--- config.mk ---
export PLATFORM = sky130hd
export DESIGN_NAME = dual_irq_ctrl
export DESIGN_NICKNAME = d
export VERILOG_FILES = /design/src/rtl/irqc_pkg.sv /design/src/rtl/irqc_mask_reg.sv /design/src/rtl/irqc_level.sv /design/src/rtl/irqc_decode.sv /design/src/rtl/dual_irq_ctrl.sv
export SDC_FILE = /design/constraint.sdc
export NUM_CORES = 1
export LEC_CHECK = 0
export BUFFER_PORTS_ARGS = -buffer_cell sky130_fd_sc_hd__buf_2
export CAP_MARGIN = 0
export CORE_ASPECT_RATIO = 0.8
export CORE_MARGIN = 8
export CORE_UTILIZATION = 49
export DETAILED_ROUTE_END_ITERATION = 12
export GPL_TIMING_DRIVEN = 1
export PLACE_DENSITY = 0.74
export SYNTH_ARGS = -nofsm -noshare
export SYNTH_HDL_FRONTEND = slang
export SYNTH_SLANG_ARGS = --single-unit
--- constraint.sdc ---
create_clock -name clk -period 1.39 [get_ports clk]
set_input_delay 0 -clock clk [delete_from_list [all_inputs] [get_ports clk]]
set_output_delay 0 -clock clk [all_outputs]
set_load 0.02 [all_outputs]
--- src/rtl/irqc_pkg.sv ---
package irqc_pkg;
    localparam int ADDR_W = 6;
    localparam int DATA_W = 32;

    localparam logic [ADDR_W-1:0] WA_IRQ_STAT  = 6'd0;
    localparam logic [ADDR_W-1:0] WA_IRQ_RAW   = 6'd1;
    localparam logic [ADDR_W-1:0] WA_IRQ_SET   = 6'd2;
    localparam logic [ADDR_W-1:0] WA_IRQ_CLR   = 6'd3;
    localparam logic [ADDR_W-1:0] WA_SOFT_SET  = 6'd4;
    localparam logic [ADDR_W-1:0] WA_SOFT_CLR  = 6'd5;
    localparam logic [ADDR_W-1:0] WA_FIQ_STAT  = 6'd8;
    localparam logic [ADDR_W-1:0] WA_FIQ_RAW   = 6'd9;
    localparam logic [ADDR_W-1:0] WA_FIQ_SET   = 6'd10;
    localparam logic [ADDR_W-1:0] WA_FIQ_CLR   = 6'd11;

    localparam int N_CH = 2;

    typedef struct packed {
        logic irq_set;
        logic irq_clr;
        logic fiq_set;
        logic fiq_clr;
        logic soft_set;
        logic soft_clr;
    } wr_strobe_t;

    function automatic logic is_status_word(input logic [ADDR_W-1:0] a);
        return (a == WA_IRQ_STAT) || (a == WA_IRQ_RAW) ||
               (a == WA_FIQ_STAT) || (a == WA_FIQ_RAW);
    endfunction
endpackage

--- src/rtl/irqc_mask_reg.sv ---
module irqc_mask_reg #(
    parameter int W = 32
) (
    input  logic         clk,
    input  logic         rst,
    input  logic         set_stb,
    input  logic         clr_stb,
    input  logic [W-1:0] wbits,
    output logic [W-1:0] mask_q
);
    always_ff @(posedge clk) begin
        if (rst)          mask_q <= '0;
        else if (set_stb) mask_q <= mask_q | wbits;
        else if (clr_stb) mask_q <= mask_q & ~wbits;
    end

    // R3 and R4 share this register type
    a_r3_mask_set: assert property (@(posedge clk) disable iff (rst)
        set_stb |=> ((mask_q & $past(wbits)) == $past(wbits)));
    a_r3_mask_clr: assert property (@(posedge clk) disable iff (rst)
        (clr_stb && !set_stb) |=> ((mask_q & $past(wbits)) == '0));
    a_r4_mask_hold: assert property (@(posedge clk) disable iff (rst)
        (!set_stb && !clr_stb) |=> $stable(mask_q));
endmodule

--- src/rtl/irqc_level.sv ---
module irqc_level #(
    parameter int N_SRC = 32
) (
    input  logic             clk,
    input  logic             rst,
    input  logic [N_SRC-1:0] src_in,
    input  logic             soft_set,
    input  logic             soft_clr,
    input  logic             wbit0,
    output logic [N_SRC-1:0] level
);
    logic [N_SRC-1:0] hw_q;
    logic             soft_q;

    always_ff @(posedge clk) begin
        if (rst) begin
            hw_q   <= '0;
            soft_q <= 1'b0;
        end else begin
            hw_q <= src_in;
            if (soft_set && wbit0)      soft_q <= 1'b1;
            else if (soft_clr && wbit0) soft_q <= 1'b0;
        end
    end

    assign level = hw_q | {{(N_SRC-1){1'b0}}, soft_q};

    a_r6_soft_raise: assert property (@(posedge clk) disable iff (rst)
        (soft_set && wbit0) |=> level[0]);
    a_r6_soft_hold: assert property (@(posedge clk) disable iff (rst)
        !wbit0 |=> (soft_q == $past(soft_q)));
    a_r2_raw_sample: assert property (@(posedge clk) disable iff (rst)
        1'b1 |=> ((level | {{(N_SRC-1){1'b0}}, 1'b1}) ==
                  ($past(src_in) | {{(N_SRC-1){1'b0}}, 1'b1})));
endmodule

--- src/rtl/irqc_decode.sv ---
module irqc_decode
    import irqc_pkg::*;
#(
    parameter int N_SRC = 32
) (
    input  logic              bus_rd,
    input  logic              bus_wr,
    input  logic [ADDR_W-1:0] bus_addr,
    input  logic [N_SRC-1:0]  level,
    input  logic [N_SRC-1:0]  irq_en,
    input  logic [N_SRC-1:0]  fiq_en,
    output wr_strobe_t        stb,
    output logic [DATA_W-1:0] rdata,
    output logic              rderr
);
    logic bad_word;

    always_comb begin
        stb = '0;
        if (bus_wr) begin
            case (bus_addr)
                WA_IRQ_SET:  stb.irq_set  = 1'b1;
                WA_IRQ_CLR:  stb.irq_clr  = 1'b1;
                WA_FIQ_SET:  stb.fiq_set  = 1'b1;
                WA_FIQ_CLR:  stb.fiq_clr  = 1'b1;
                WA_SOFT_SET: stb.soft_set = 1'b1;
                WA_SOFT_CLR: stb.soft_clr = 1'b1;
                default:     stb = '0;
            endcase
        end
    end

    always_comb begin
        rdata    = '0;
        bad_word = 1'b0;
        case (bus_addr)
            WA_IRQ_STAT: rdata = DATA_W'(level & irq_en);
            WA_FIQ_STAT: rdata = DATA_W'(level & fiq_en);
            WA_IRQ_RAW,
            WA_FIQ_RAW:  rdata = DATA_W'(level);
            WA_IRQ_SET:  rdata = DATA_W'(irq_en);
            WA_FIQ_SET:  rdata = DATA_W'(fiq_en);
            WA_SOFT_SET: rdata = {{(DATA_W-1){1'b0}}, level[0]};
            default:     bad_word = 1'b1;
        endcase
    end

    assign rderr = bus_rd && bad_word;
endmodule

--- src/rtl/dual_irq_ctrl.sv ---
module dual_irq_ctrl
    import irqc_pkg::*;
#(
    parameter int N_SRC = 32
) (
    input  logic              clk,
    input  logic              rst,
    input  logic [N_SRC-1:0]  src_in,
    input  logic              bus_rd,
    input  logic              bus_wr,
    input  logic [ADDR_W-1:0] bus_addr,
    input  logic [DATA_W-1:0] bus_wdata,
    output logic [DATA_W-1:0] bus_rdata,
    output logic              bus_rderr,
    output logic              irq_out,
    output logic              fiq_out
);
    wr_strobe_t       stb;
    logic [N_SRC-1:0] level;
    logic [N_SRC-1:0] en_q [N_CH];
    logic [N_CH-1:0]  req;

    irqc_level #(.N_SRC(N_SRC)) u_level (
        .clk      (clk),
        .rst      (rst),
        .src_in   (src_in),
        .soft_set (stb.soft_set),
        .soft_clr (stb.soft_clr),
        .wbit0    (bus_wdata[0]),
        .level    (level)
    );

    irqc_decode #(.N_SRC(N_SRC)) u_decode (
        .bus_rd   (bus_rd),
        .bus_wr   (bus_wr),
        .bus_addr (bus_addr),
        .level    (level),
        .irq_en   (en_q[0]),
        .fiq_en   (en_q[1]),
        .stb      (stb),
        .rdata    (bus_rdata),
        .rderr    (bus_rderr)
    );

    for (genvar ch = 0; ch < N_CH; ch++) begin : g_ch
        logic set_s, clr_s, hit_q;
        assign set_s = (ch == 0) ? stb.irq_set : stb.fiq_set;
        assign clr_s = (ch == 0) ? stb.irq_clr : stb.fiq_clr;

        irqc_mask_reg #(.W(N_SRC)) u_mask (
            .clk     (clk),
            .rst     (rst),
            .set_stb (set_s),
            .clr_stb (clr_s),
            .wbits   (bus_wdata[N_SRC-1:0]),
            .mask_q  (en_q[ch])
        );

        always_ff @(posedge clk) begin
            if (rst) hit_q <= 1'b0;
            else     hit_q <= |(level & en_q[ch]);
        end
        assign req[ch] = hit_q;

        a_r7_out_tracks: assert property (@(posedge clk) disable iff (rst)
            1'b1 |=> (hit_q == (|($past(level) & $past(en_q[ch])))));
    end

    assign irq_out = req[0];
    assign fiq_out = req[1];

    a_r1_reset_quiet: assert property (@(posedge clk)
        rst |=> (!irq_out && !fiq_out));
    a_r8_wo_read_err: assert property (@(posedge clk) disable iff (rst)
        (bus_rd && (bus_addr == WA_IRQ_CLR || bus_addr == WA_SOFT_CLR ||
                    bus_addr == WA_FIQ_CLR)) |-> (bus_rderr && bus_rdata == '0));
    a_r9_status_write_ignored: assert property (@(posedge clk) disable iff (rst)
        (bus_wr && is_status_word(bus_addr)) |=>
            ($stable(en_q[0]) && $stable(en_q[1]) && $stable(level[0]) || $past(src_in[0]) != 1'b0 || level[0] == 1'b0));
endmodule

==> flow_summary.yaml <==
sta:
  finalMaxSlewViolations: 0
  max_freq_mhz: 621.8
  hold_ws_ns: 0.06306
  hold_viol: 0
  skew_ns: 0.007033
  period_minus_slack_ns: 1.608
  worst_pin_slew_ns: 0.4734
  finalSetupTns_ns: -5.670
  fin_crit_sh_pct: 115.7
  rsz0062_at_grt: "yes"
  setup_viol: 33
  setup_ws_ns: -0.2183
  max_slew_margin_pct: 68.44
detailed_routing:
  dr.pass1.iters: 8
  top_layer: "met4"
  routed_wl_um: 20390
  num_vias: 5785
  wl_met2_um: 9615
  drc: 0
  detail-route-antenna-nets: 0
  wl_met1_um: 7305
  wl_met3_um: 2444
  wl_per_cell_um: 22.86
  drt_iter0_drc: 992
  viasPerCell: 6.485
clock_tree:
  cts.sink_count: 99
  cts_root_buf: "clkbuf_16"
  clock_latency_ns: 0.35
  cts_tree: "yes"
  path_clk_slew_ns: 0.06
  htree_levels: 3
  cts_buffers: 9
  cts_buffer_depth: 2
min_path:
  min_path_cells: 4
  min_path_type: "input pin to register"
synthesis:
  ys_seq_area_share_pct: 41.26
  synth_fa_ha_area_share_pct: 0
  synth-seq-cells: 99
  ys_types: 33
  synth_compound_area_share_pct: 37.30
  synth_top_family_by_area: "compound AO/OA/AOI/OAI gates"
  synthSimpleGateAreaFrac_pct: 13.73
  synthesis.instances: 565
  synth_xor_area_share_pct: 0
  yosys_warnings: 0
  syn_area_per_cell_um2: 8.502
  syn_nets: 639
  syn_area_um2: 4803
  synthMuxAreaShare_pct: 0
worst_setup_path:
  crit_path_max_incr_delay_ns: 0.57
  path_common_cell: "buf_6"
  arrival_ns: 1.61
  critPathSlowestCell: "or4_4"
  criticalPathCategory: "input pin to primary output"
  cp_data_required_time_ns: 1.39
  ff2ff_path_depth: 4
  startpoint_type: "input pin"
  path_cells: "buf_6, or4_4, nor2_4, buf_8, clkbuf_16, a221o_1, a22o_4, buf_6"
  critical_path.max_fanout: 6
  crit_family: "simple AND/OR/NAND/NOR gates"
  cp.depth: 8
  setup.worst_path.end_class: "primary output"
  crit_buf_inv: 4
job:
  max-cap-violations: 0
grt:
  grt_max_degree: 100
  grt_antenna_before_repair: 0
  overflow: 0
  grt_pass1_vias: 5646
  grt_use_total_pct: 28.38
  grt_first_pass_wirelength_um: 30040
final_layout:
  final_nets: 841
  fin_cells: 892
  finalInstanceArea_um2: 7579
  fin_util_pct: 78.87
  drive_gt1_share_pct: 31.61
  syn2layout_area_growth_pct: 57.78
power:
  fin_total_pwr_mw: 6.199
  ir_worst_vdd_mv: 0.7841
  p_leak_nw: 3.156
  pwr_density_cell_nw_per_um2: 817.9
floorplanning:
  io_pins: 109
  die_w_um: 126.7
  rows: 32
  start_util_pct: 49.99
  fp.coreArea_um2: 9609
  die_area_um2: 13250
  die_h_um: 104.6
outcome:
  violations: "setup timing"
  outcome: "complete, but fails checks"
placed_design:
  io_buffers: 108
  dp_hpwl_um: 11360
  dp_cells: 793
  routabilityCongestion: 0.8433
  post-place-ws_ns: -0.2287
  place_area_um2: 5968
cells by family after synthesis:
logic type,count (synthesis)
buffers and inverters,77
AOI/OAI and AO/OA,262
DFF,99
and+or+nand+nor,127
Yosys cell counts, drive strengths merged:
cell / instances / share of area [%]
or4: 3 / 0.55
nand4: 7 / 0.91
and3: 2 / 0.26
a222oi: 2 / 0.42
buf: 22 / 3.4
or3: 3 / 0.39
nor2b: 32 / 4.2
a211o: 1 / 0.18
nand3: 2 / 0.21
o22ai: 1 / 0.13
nor4: 2 / 0.26
o21ai: 67 / 7.0
a22oi: 28 / 4.4
nand2: 65 / 5.1
nor3b: 1 / 0.16
a22o: 63 / 11
dfxtp: 99 / 41
nor2: 6 / 0.78
clkbuf: 22 / 1.7
a221o: 31 / 6.5
inv: 33 / 2.6
nor3: 3 / 0.78
nand4b: 1 / 0.18
o31a: 1 / 0.18
a21oi: 68 / 7.1
metal layers:
metal	track usage, %	vias to the layer above
li1	-	2511
met1	34.08	2672
met2	46.86	477
met3	7.618	125
met4	12.29	0
met5	1.471	-
path summary, 6_finish.rpt:
check / slack, ns / startpoint / to
worst min register to register: 0.52 / register / register
worst min-delay path: 0.06 / bus_wr / u_level.soft_q
worst max-delay path: -0.22 / bus_addr[0] / bus_rdata[30]
worst max register to register: -0.04 / register / fiq_out
cell type report:
class	instances	area, um^2
Fill cell	554	2031
Antenna cell	1	2.502
Multi-Input combinational cell	389	2800
Clock buffer	11	242.7
Sequential cell	99	1991
Inverter	33	123.9
Clock inverter	5	52.55
Tap cell	119	148.9
Timing Repair Buffer	235	2217
where the power goes:
group | total, mW | switching (mW) | internal [mW] | leakage (nW)
clock | 2.52 | 1.08 | 1.44 | 0.145
combinational | 0.710 | 0.342 | 0.368 | 2.20
sequential | 2.97 | 0.0778 | 2.90 | 0.809
total | 6.20 | 1.50 | 4.70 | 3.16
placed cells by master, fill, tap and decap left out, drive strengths merged, types with 6 or more instances in the layout:
master       instances
buf                165
dfxtp               99
a21oi               68
o21ai               67
nand2               65
dlygate4sd3         64
a22o                63
inv                 33
nor2b               32
a221o               31
a22oi               28
clkbuf              17
nand4                7
nor2                 6
worst reg2reg max path, cell delays in order (launching register included):
cell	delay [ns]
dfxtp_1	0.33
a22oi_2	0.27
nand4_1	0.21
nor4_4	0.38
a21oi_1	0.11
repair_timing:
item	in CTS	in global routing
hold endpoints to repair	96	0
gates cloned	5	8
pin swaps	15	58
gates resized for setup	70	32
buffers inserted	5	1
hold buffers	64	0
setup endpoints to repair	35	35
(Power assumes the default switching activity.)
